**config.mk**
```make
export PLATFORM = sky130hd
export DESIGN_NAME = cas_ack_top
export DESIGN_NICKNAME = d
export VERILOG_FILES = /design/src/rtl/cas_pkg.sv /design/src/rtl/cas_prio_pick.sv /design/src/rtl/cas_link.sv /design/src/rtl/cas_ack_seq.sv /design/src/rtl/cas_ack_top.sv
export SDC_FILE = /design/constraint.sdc
export NUM_CORES = 1
export LEC_CHECK = 0
export BUFFER_PORTS_ARGS = -buffer_cell sky130_fd_sc_hd__clkbuf_2
export CORE_ASPECT_RATIO = 1.75
export CORE_MARGIN = 4
export CORE_UTILIZATION = 56
export CTS_BUF_LIST = sky130_fd_sc_hd__clkbuf_8
export DETAILED_ROUTE_END_ITERATION = 8
export HOLD_SLACK_MARGIN = 0.1
export MAX_ROUTING_LAYER = met4
export PLACE_DENSITY = 0.83
export SKIP_CTS_REPAIR_TIMING = 1
export SYNTH_ARGS = -nofsm -noshare
export SYNTH_HDL_FRONTEND = slang
export SYNTH_SLANG_ARGS = --single-unit
```
**constraint.sdc**
```tcl
create_clock -name clk -period 4.6 [get_ports clk]
set_input_delay 0.23 -clock clk [delete_from_list [all_inputs] [get_ports clk]]
set_output_delay 0.23 -clock clk [all_outputs]
set_load 0.005 [all_outputs]
```
**src/rtl/cas_pkg.sv**
```systemverilog
package cas_pkg;
    typedef enum logic [1:0] {
        ST_IDLE = 2'd0,
        ST_MSEL = 2'd1,
        ST_SSEL = 2'd2,
        ST_DONE = 2'd3
    } seq_state_t;
endpackage

```
**src/rtl/cas_prio_pick.sv**
```systemverilog
// Rotating priority resolver for one slice: winner must outrank in-service.
module cas_prio_pick #(
    parameter int LINES    = 8,
    parameter int LW       = 3,
    parameter int CAS_LINE = 2,
    parameter bit HAS_NEST = 1'b1
) (
    input  logic [LINES-1:0] req_i,
    input  logic [LINES-1:0] isr_i,
    input  logic [LW-1:0]    rot_i,
    input  logic             nest_i,
    output logic             win_valid_o,
    output logic [LW-1:0]    win_line_o
);
    logic [LINES-1:0] isr_eff;
    logic [LW:0]      req_rank;
    logic [LW:0]      isr_rank;

    generate
        if (HAS_NEST) begin : g_nest
            always_comb begin
                isr_eff = isr_i;
                if (nest_i) isr_eff[CAS_LINE] = 1'b0;
            end
        end else begin : g_plain
            logic unused_nest;
            assign unused_nest = nest_i;
            assign isr_eff     = isr_i;
        end
    endgenerate

    always_comb begin
        req_rank = (LW+1)'(LINES);
        isr_rank = (LW+1)'(LINES);
        for (int i = LINES - 1; i >= 0; i--) begin
            if (req_i[rot_i + LW'(i)]) req_rank = (LW+1)'(i);
            if (isr_eff[rot_i + LW'(i)]) isr_rank = (LW+1)'(i);
        end
    end

    assign win_valid_o = (req_rank < isr_rank);
    assign win_line_o  = rot_i + req_rank[LW-1:0];
endmodule

```
**src/rtl/cas_link.sv**
```systemverilog
// Forwards a tail winner to head line 2 as an alternating rise/fall pulse.
module cas_link (
    input  logic clk,
    input  logic rst_n,
    input  logic s_win_i,
    output logic cas_pulse_o
);
    always_ff @(posedge clk) begin
        if (!rst_n) cas_pulse_o <= 1'b0;
        else        cas_pulse_o <= s_win_i & ~cas_pulse_o;
    end

    a_r8_no_double_high: assert property (@(posedge clk) disable iff (!rst_n)
        cas_pulse_o |=> !cas_pulse_o);
    a_r8_pulse_has_cause: assert property (@(posedge clk) disable iff (!rst_n)
        $rose(cas_pulse_o) |-> $past(s_win_i));
endmodule

```
**src/rtl/cas_ack_seq.sv**
```systemverilog
// Acknowledge sequencer: head selection, optional tail selection, vector.
module cas_ack_seq
    import cas_pkg::*;
#(
    parameter int LW       = 3,
    parameter int VEC_W    = 8,
    parameter int CAS_LINE = 2
) (
    input  logic             clk,
    input  logic             rst_n,
    input  logic             ack_i,
    input  logic             m_win_valid_i,
    input  logic [LW-1:0]    m_win_line_i,
    input  logic             s_win_valid_i,
    input  logic [LW-1:0]    s_win_line_i,
    input  logic [VEC_W-1:0] m_base_i,
    input  logic [VEC_W-1:0] s_base_i,
    output logic             int_req_o,
    output logic             m_ack_o,
    output logic [LW-1:0]    m_ack_line_o,
    output logic             s_ack_o,
    output logic [LW-1:0]    s_ack_line_o,
    output logic [VEC_W-1:0] vec_o,
    output logic [LW:0]      vec_gline_o,
    output logic             vec_valid_o
);
    localparam logic [LW-1:0] SPUR = {LW{1'b1}};
    localparam logic [LW-1:0] CASL = LW'(CAS_LINE);

    seq_state_t state_q, state_d;
    logic       m_is_cas;

    assign m_is_cas = m_win_valid_i && (m_win_line_i == CASL);

    always_ff @(posedge clk) begin
        if (!rst_n) state_q <= ST_IDLE;
        else        state_q <= state_d;
    end

    always_comb begin
        state_d = state_q;
        unique case (state_q)
            ST_IDLE: if (ack_i) state_d = ST_MSEL;
            ST_MSEL: state_d = m_is_cas ? ST_SSEL : ST_DONE;
            ST_SSEL: state_d = ST_DONE;
            ST_DONE: state_d = ST_IDLE;
        endcase
    end

    always_comb begin
        m_ack_o      = 1'b0;
        m_ack_line_o = m_win_line_i;
        s_ack_o      = 1'b0;
        s_ack_line_o = s_win_line_i;
        vec_valid_o  = 1'b0;
        unique case (state_q)
            ST_IDLE: ;
            ST_MSEL: m_ack_o = m_win_valid_i;
            ST_SSEL: s_ack_o = s_win_valid_i;
            ST_DONE: vec_valid_o = 1'b1;
        endcase
    end

    always_ff @(posedge clk) begin
        if (!rst_n) begin
            vec_o       <= '0;
            vec_gline_o <= '0;
        end else if (state_q == ST_MSEL && !m_is_cas) begin
            vec_o       <= {m_base_i[VEC_W-1:LW], m_win_valid_i ? m_win_line_i : SPUR};
            vec_gline_o <= {1'b0, m_win_valid_i ? m_win_line_i : SPUR};
        end else if (state_q == ST_SSEL) begin
            vec_o       <= {s_base_i[VEC_W-1:LW], s_win_valid_i ? s_win_line_i : SPUR};
            vec_gline_o <= {1'b1, s_win_valid_i ? s_win_line_i : SPUR};
        end
    end

    always_ff @(posedge clk) begin
        if (!rst_n) int_req_o <= 1'b0;
        else if (state_q == ST_IDLE || state_q == ST_DONE) int_req_o <= m_win_valid_i;
    end

    a_r9_valid_single: assert property (@(posedge clk) disable iff (!rst_n)
        vec_valid_o |=> !vec_valid_o);
    a_r4_tail_after_cascade: assert property (@(posedge clk) disable iff (!rst_n)
        s_ack_o |-> ($past(m_ack_o) && $past(m_ack_line_o) == CASL));
    a_r11_one_action: assert property (@(posedge clk) disable iff (!rst_n)
        $onehot0({m_ack_o, s_ack_o, vec_valid_o}));
    a_r10_frozen_in_seq: assert property (@(posedge clk) disable iff (!rst_n)
        (m_ack_o || s_ack_o) |=> $stable(int_req_o));
endmodule

```
**src/rtl/cas_ack_top.sv**
```systemverilog
module cas_ack_top #(
    parameter int LINES    = 8,
    parameter int VEC_W    = 8,
    parameter int CAS_LINE = 2
) (
    input  logic                     clk,
    input  logic                     rst_n,
    input  logic                     ack_i,
    input  logic [LINES-1:0]         m_req_i,
    input  logic [LINES-1:0]         m_isr_i,
    input  logic [$clog2(LINES)-1:0] m_rot_i,
    input  logic                     m_nest_i,
    input  logic [VEC_W-1:0]         m_base_i,
    input  logic [LINES-1:0]         s_req_i,
    input  logic [LINES-1:0]         s_isr_i,
    input  logic [$clog2(LINES)-1:0] s_rot_i,
    input  logic [VEC_W-1:0]         s_base_i,
    output logic                     int_req_o,
    output logic                     cas_pulse_o,
    output logic                     m_ack_o,
    output logic [$clog2(LINES)-1:0] m_ack_line_o,
    output logic                     s_ack_o,
    output logic [$clog2(LINES)-1:0] s_ack_line_o,
    output logic [VEC_W-1:0]         vec_o,
    output logic [$clog2(LINES):0]   vec_gline_o,
    output logic                     vec_valid_o
);
    localparam int LW = $clog2(LINES);

    logic          m_win_valid, s_win_valid;
    logic [LW-1:0] m_win_line, s_win_line;

    cas_prio_pick #(.LINES(LINES), .LW(LW), .CAS_LINE(CAS_LINE), .HAS_NEST(1'b1)) u_head (
        .req_i(m_req_i), .isr_i(m_isr_i), .rot_i(m_rot_i), .nest_i(m_nest_i),
        .win_valid_o(m_win_valid), .win_line_o(m_win_line)
    );

    cas_prio_pick #(.LINES(LINES), .LW(LW), .CAS_LINE(CAS_LINE), .HAS_NEST(1'b0)) u_tail (
        .req_i(s_req_i), .isr_i(s_isr_i), .rot_i(s_rot_i), .nest_i(1'b0),
        .win_valid_o(s_win_valid), .win_line_o(s_win_line)
    );

    cas_link u_link (
        .clk(clk), .rst_n(rst_n), .s_win_i(s_win_valid), .cas_pulse_o(cas_pulse_o)
    );

    cas_ack_seq #(.LW(LW), .VEC_W(VEC_W), .CAS_LINE(CAS_LINE)) u_seq (
        .clk(clk), .rst_n(rst_n), .ack_i(ack_i),
        .m_win_valid_i(m_win_valid), .m_win_line_i(m_win_line),
        .s_win_valid_i(s_win_valid), .s_win_line_i(s_win_line),
        .m_base_i(m_base_i), .s_base_i(s_base_i),
        .int_req_o(int_req_o),
        .m_ack_o(m_ack_o), .m_ack_line_o(m_ack_line_o),
        .s_ack_o(s_ack_o), .s_ack_line_o(s_ack_line_o),
        .vec_o(vec_o), .vec_gline_o(vec_gline_o), .vec_valid_o(vec_valid_o)
    );

    a_r3_ack_is_pending: assert property (@(posedge clk) disable iff (!rst_n)
        m_ack_o |-> m_req_i[m_ack_line_o]);
    a_r5_tail_ack_is_pending: assert property (@(posedge clk) disable iff (!rst_n)
        s_ack_o |-> s_req_i[s_ack_line_o]);
endmodule

```
Yosys cells after proc, flatten, opt, wreduce, memory -nomap -nowiden. Cells that the tools add are included.

Flip-flop bits (word level): 16. Bits in latches: 0. RAM bits: 0. ROM bits: 0. Input bits: 58. Output and inout bits: 23. Logic and storage cells: 164. Memories kept: 0.

Add/subtract/negate cells: 16. Multipliers: 0. Divide/modulo/power cells: 0. $lt $le $gt $ge: 18. Eq/ne operators: 5. Shift operators: 0. Muxes and demuxes: 109. Bitwise logic cells: 3. Reductions and logical operators: 7.

Operators by type and width (count): $mux 4 (32); $bmux 1 s3 (32); $lt 3x4->1 const B (16); $mux 1 (37); $add 3x3->3 const B (8); $mux 8 (2); $add 3x2->3 const B (4); $mux 3 (4); $lt 4x4->1 (2); $pmux 2 s4 (1); $add 3x1->3 const B (2); $add 3x3->3 (2); $eq 2x2->1 const B (2); $eq 3x2->1 const B (1); $eq 2x1->1 const B (1); $logic_and 1x1->1 (2); $logic_not 2->1 (1); $mux 2 (1); $ne 2x2->1 const B (1); $not 1->1 (2); $reduce_bool 2->1 (1); $reduce_or 2->1 (1); $and 1x1->1 (1); $logic_not 1->1 (1); $logic_or 1x1->1 (1).

Longest topological paths before layout.
Depth in word-level cells: 17. Depth in mapped cells: 19.

Hierarchy. From an unflattened synthesis, not the netlist that was laid out.

Cells, all modules: 311. Area, all modules: 3176.8 um2.

By module, submodules not included: cas_prio_pick (u_tail) (times used 1, cells each 130, area an instance 1417.6 um2, sequential area each 0.0 um2); cas_prio_pick (u_head) (times used 1, cells each 95, area an instance 991.0 um2, sequential area each 0.0 um2); cas_ack_seq (times used 1, cells each 83, area an instance 735.7 um2, sequential area each 240.2 um2); cas_link (times used 1, cells each 2, area an instance 28.8 um2, sequential area each 20.0 um2); cas_ack_top (times used 1, cells each 1, area an instance 3.8 um2, sequential area each 0.0 um2).

Worst setup path after synthesis. Ideal clock, no wire load.

Path kind: input to register. From: in s_rot_i[0]. To: reg u_seq.vec_gline_o[1]. Setup time: 122 ps. Arrival time: 4072 ps. Data required time: 4478 ps. Setup slack: 406 ps. Cell stages on the path: 18. Path buffers: 3. Cell sequence: buf_2 buf_2 inv_1 ha_1 clkbuf_1 mux4_2 and2_1 a211oi_1 nand2_1 nand3_1 inv_1 ha_1 o21a_1 nor2_1 nor3b_1 a2111oi_4 a21boi_1 o311a_1.

Cells in the longest elaborated chain, start to end: 15. Elaborated cells between the ends (all ways): 60. Classes of those cells: 8 x add/sub; 1 x order compare; 51 x mux.

RTL lines: from (decl) (line cas_ack_top.sv:16) `input logic [$clog2(LINES)-1:0] s_rot_i,`; $add 3x3->3 (line cas_prio_pick.sv:36, cas_prio_pick.sv:37); $bmux 1 s3, on equally long branches (line cas_prio_pick.sv:36, cas_prio_pick.sv:37); $mux 1, on equally long branches (line cas_prio_pick.sv:36, cas_prio_pick.sv:37); $mux 4, on equally long branches (8 in series) (line cas_prio_pick.sv:36, cas_prio_pick.sv:37); $lt 4x4->1 or $add 3x3->3 (tied branches) (line cas_prio_pick.sv:41, cas_prio_pick.sv:42); $mux 3 (*) (line cas_ack_seq.sv:73) `vec_gline_o <= {1'b1, s_win_valid_i ? s_win_line_i : SPUR};`; $mux 3 (*) (line cas_ack_seq.sv:71) `end else if (state_q == ST_SSEL) begin`; $mux 3 (*) (line cas_ack_seq.sv:68) `end else if (state_q == ST_MSEL && !m_is_cas) begin`; to (signal assigned) (line cas_ack_seq.sv:70) `vec_gline_o <= {1'b0, m_win_valid_i ? m_win_line_i : SPUR};`; to (signal assigned) (line cas_ack_seq.sv:73); to (decl) (line cas_ack_seq.sv:24) `output logic [LW:0] vec_gline_o,`.

Every way passes the cells marked *; elsewhere a longest branch is shown, timed or not. The select of a mux whose other input is x is not followed. A chain may end at the register's enable or synchronous reset.

Final worst setup path.
From: in m_rot_i[0]. To: out m_ack_o.

Cells in the longest elaborated chain, start to end: 13. Elaborated cells between the ends (all ways): 57. Classes of those cells: 7 x add/sub; 1 x order compare; 49 x mux.

RTL lines: from (decl) (line cas_ack_top.sv:11) `input logic [$clog2(LINES)-1:0] m_rot_i,`; $add 3x3->3 (line cas_prio_pick.sv:36, cas_prio_pick.sv:37); $bmux 1 s3, on equally long branches (line cas_prio_pick.sv:36, cas_prio_pick.sv:37); $mux 1, on equally long branches (line cas_prio_pick.sv:36, cas_prio_pick.sv:37); $mux 4, on equally long branches (8 in series) (line cas_prio_pick.sv:36, cas_prio_pick.sv:37); $lt 4x4->1 (*) (line cas_prio_pick.sv:41) `assign win_valid_o = (req_rank < isr_rank);`; $mux 1 (*) (line cas_ack_seq.sv:56) `unique case (state_q)`; to (decl) (line cas_ack_top.sv:20) `output logic m_ack_o,`.

Marked as above.

==> run summary <==
=======================================================================================
Share of async-settable or async-resettable flops after synthesis                    0%
Status                                                                     finished clean
CP Capture Type                                                              output pin
Final Routed Wirelength                                                         7186 um
Crit path DAT                                                                   3.85 ns
Worst Clk Skew                                                              0.002289 ns
Wire length of the first global-routing pass                                   12740 um
Sequential group share of total power                                             18.5%
Busiest layer in global routing                                                    met2
Flip-flop and latch count after synthesis                                            13
Power, Total                                                                   1.059 mW
Crit path kind                                                             input port to output pin
Clk Latency, worst-skew pair                                                    0.24 ns
Pwr/cell area                                                              297.1 mW/mm2
Portion of total power attributed to the clock network                             9.3%
Remaining DRCs                                                                        0
Inserted Diodes                                                                       0
NetSw                                                                          463.8 uW
Reg-to-reg endpoint                                                        u_seq.vec_gline_o[1]
Synth-to-layout area growth                                                      13.06%
Final critical delay including setup and external delays                       4.084 ns
Switching share of power                                                         43.79%
Startpoint of the worst setup timing path                                    m_rot_i[0]
Routability Congestion                                                           0.8690
Synthesized area                                                           0.003153 mm2
Met1 GRT Util                                                                    22.48%
Initial antenna violation count                                                       0
Worst IR drop on VDD                                                        0.0001511 V
Yosys warning count                                                                   0
Via/cell ratio                                                                    6.177
Placeable core region                                                      0.005386 mm2
Total Die Area                                                             0.006942 mm2
Transition at the pin with the smallest max-transition slack                  0.5796 ns
Routed length per instance                                                     16.11 um
Pleak                                                                          1.510 nW
Final period util                                                                88.79%
Relative slew margins                                                            61.36%
Proportion of layout cells with a drive suffix above 1                           41.67%
Starting utilization of the core area                                            58.54%
CTS tree                                                                           done
Beginning of the worst register-to-register path                           u_seq.state_q[0]
Delay contributed by the slowest stage of the critical path                     0.52 ns
Slowest library cell on the worst path                                           mux4_2
Depth of the CTS H-tree                                                               1
RSZ-0062 raised after global routing                                                 no
Top_reg_cell synth                                                              dfxtp_1
Commonest non-fill, non-tap cell in the layout                                 clkbuf_2
Cells along the critical path                                              clkbuf_2, inv_1, ha_1, buf_4, mux4_2, mux2i_1, nor2b_1, nand2_1, or3_1, ha_1, a211oi_1, nand2_1, o32ai_2, and2_1, clkbuf_2
Clock root cell                                                                clkbuf_8
Cell count of the worst reg-to-reg path                                               4
Fin Setup TNS                                                                      0 ns
Met2 layer usage reported by global route                                        46.15%
Worst setup slack for register-to-register paths                                3.00 ns
Top-level I/O count                                                                  81
Fraction of met3 tracks used by global routing                                   1.567%
Count of filler cells inserted in the layout                                        418
Pin count of the biggest net entering global routing                                 20
Number of hold violations in the final report                                         0
Nets in the synthesized netlist                                                     383
Final core utilization                                                           66.18%
Slew Viols, Final                                                                     0
1st-pass router iterations                                                            4
Internal power of the cells                                                    595.3 uW
Number of rows created at floorplan                                                  35
Worst-path clk slew                                                             0.05 ns
Worst hold path class                                                      input port to flop
Height of the die                                                              107.3 um
Number of violations reported at the end of detailed-routing iteration 0            140
Residual overflow from global routing                                                 0
Port Buf Inserts                                                                     74
Max-capacitance violation count                                                       0
Post-synthesis area per instance                                              10.30 um2
Startpoint types                                                             input port
Detailed-placement wirelength estimate                                          6315 um
Timing-limited maximum frequency                                             0.2448 GHz
Setup-failing EPs final                                                               0
Leading cell types in the layout, fill and taps excluded                   74 x clkbuf_2, 39 x mux4_2, 28 x mux2i_1, 22 x inv_1, 21 x nor2_1
Gate Count Post-Synth                                                               306
Post-layout instance count excluding filler cells                                   446
Die Width                                                                      64.72 um
Post-synthesis cell type count                                                       62
Final antenna-violating net count                                                     0
Via count                                                                          2755
Post-synthesis sequential area ratio                                             8.254%
Number of buffers added by the clock tree synthesis step                              3
Capturing element of the worst setup path                                       m_ack_o
Count of flip-flops with a built-in enable after synthesis                            0
CTS Buffer Depth                                                                      2
Number of sinks driven by the clock tree                                             13
Largest driver fanout on the critical path                                            8
Relative contribution of combinational cells to total power                       72.3%
Total number of nets in the final design                                            450
Vias in the first global route                                                     2925
Count of placed standard cells including taps                                       442
Required arrival time at the worst endpoint                                     4.37 ns
Total routing resource utilization after global routing                          22.82%
=======================================================================================
==> state kept, by name, indices dropped and copies added, names as in the netlist <==
signal / cells
u_seq.vec_o: 6
u_seq.int_req_o: 1
u_seq.state_q: 2
u_seq.vec_gline_o: 3
u_link.cas_pulse_o: 1
==> kinds of logic after synthesis <==
group                      count (synthesis)  synth area share, %
muxes                                     84                43.65
buffers and inverters                     41                7.341
adders and majority gates                 19                8.016
and+or+nand+nor                           80                13.57
DFF                                       13                8.254
AOI/OAI and AO/OA                         60                16.07
xor gates and xnor gates                   9                3.095
==> area by class of cell <==
| cell class | instances | area [um2] | area share, % |
|---|---|---|---|
| sequential | 13 | 260.3 | 7.301 |
| tap | 74 | 92.59 | 2.597 |
| clock buffer | 3 | 41.29 | 1.158 |
| clock inverter | 1 | 3.754 | 0.1053 |
| timing repair buffer | 81 | 422.9 | 11.86 |
| multi-input combinational | 252 | 2661 | 74.66 |
| inverter | 22 | 82.58 | 2.317 |
==> stage by stage <==
stage	cell area, um2	worst slack, ns	hold slack [ns]
2_1_floorplan	3153	0.4063	0.3612
3_3_place_gp	3520	0.4841	0.4142
3_5_place_dp	3520	0.4210	0.4160
4_1_cts	3565	0.4921	0.2571
5_1_grt	3565	0.2458	0.2720
6_report	3565	0.5158	0.2627
==> cell usage after synthesis (all sizes together) (2+ instances only) <==
| master | number | area (um2) |
|---|---|---|
| nor2b | 10 | 62.56 |
| a211oi | 16 | 145.1 |
| a31oi | 5 | 46.29 |
| nor3b | 3 | 33.78 |
| o32ai | 2 | 25.03 |
| o21ai | 7 | 35.03 |
| a21oi | 7 | 35.03 |
| dfxtp | 13 | 260.3 |
| and2 | 7 | 43.79 |
| nand3 | 3 | 15.01 |
| a221oi | 3 | 38.79 |
| mux4 | 40 | 904.6 |
| xnor2 | 4 | 35.03 |
| fa | 2 | 40.04 |
| buf | 16 | 137.6 |
| nand2 | 18 | 70.07 |
| or3 | 2 | 17.52 |
| o211ai | 2 | 15.01 |
| mux2 | 15 | 168.9 |
| xor2 | 5 | 62.56 |
| nand3b | 2 | 15.01 |
| a41oi | 3 | 26.28 |
| nor3 | 3 | 15.01 |
| nor2 | 21 | 78.83 |
| clkbuf | 3 | 11.26 |
| o21a | 4 | 30.03 |
| ha | 17 | 212.7 |
| nand2b | 6 | 37.54 |
| mux2i | 29 | 302.8 |
| inv | 21 | 78.83 |
==> power by group through the flow <==
stage | sequential [mW] | combinational, mW | clock, mW
floorplan | 0.198 | 0.586 | 0
detailed placement | 0.198 | 0.769 | 0
global placement | 0.195 | 0.742 | 0
global route | 0.203 | 0.851 | 0.106
finish | 0.195 | 0.766 | 0.0980
CTS | 0.195 | 0.770 | 0.0986
==> layer usage <==
layer  wire length [um]  part of all wire, %
met3                233                  3.2
met2               4232                   59
met5                  0                    0
met1               2583                   36
met4                136                  1.9
==> worst min path at each step <==
stage	depth (start not counted)	to	start
floorplan	1	u_seq.vec_gline_o[1]	rst_n
global placement	1	u_link.cas_pulse_o	u_link.cas_pulse_o
detailed placement	1	u_link.cas_pulse_o	u_link.cas_pulse_o
CTS	2	u_seq.vec_gline_o[1]	rst_n
global route	2	u_seq.vec_gline_o[1]	rst_n
finish	2	u_seq.vec_gline_o[1]	rst_n
==> worst max-delay path, delay by kind of cell <==
family	cells	cell delay, ns
muxes	2	0.71
adders and majority gates	2	0.78
AOI/OAI and AO/OA	2	0.64
buffers and inverters	4	0.54
and+or+nand+nor	5	0.96
Note: power is estimated with default switching activity, not from simulation.
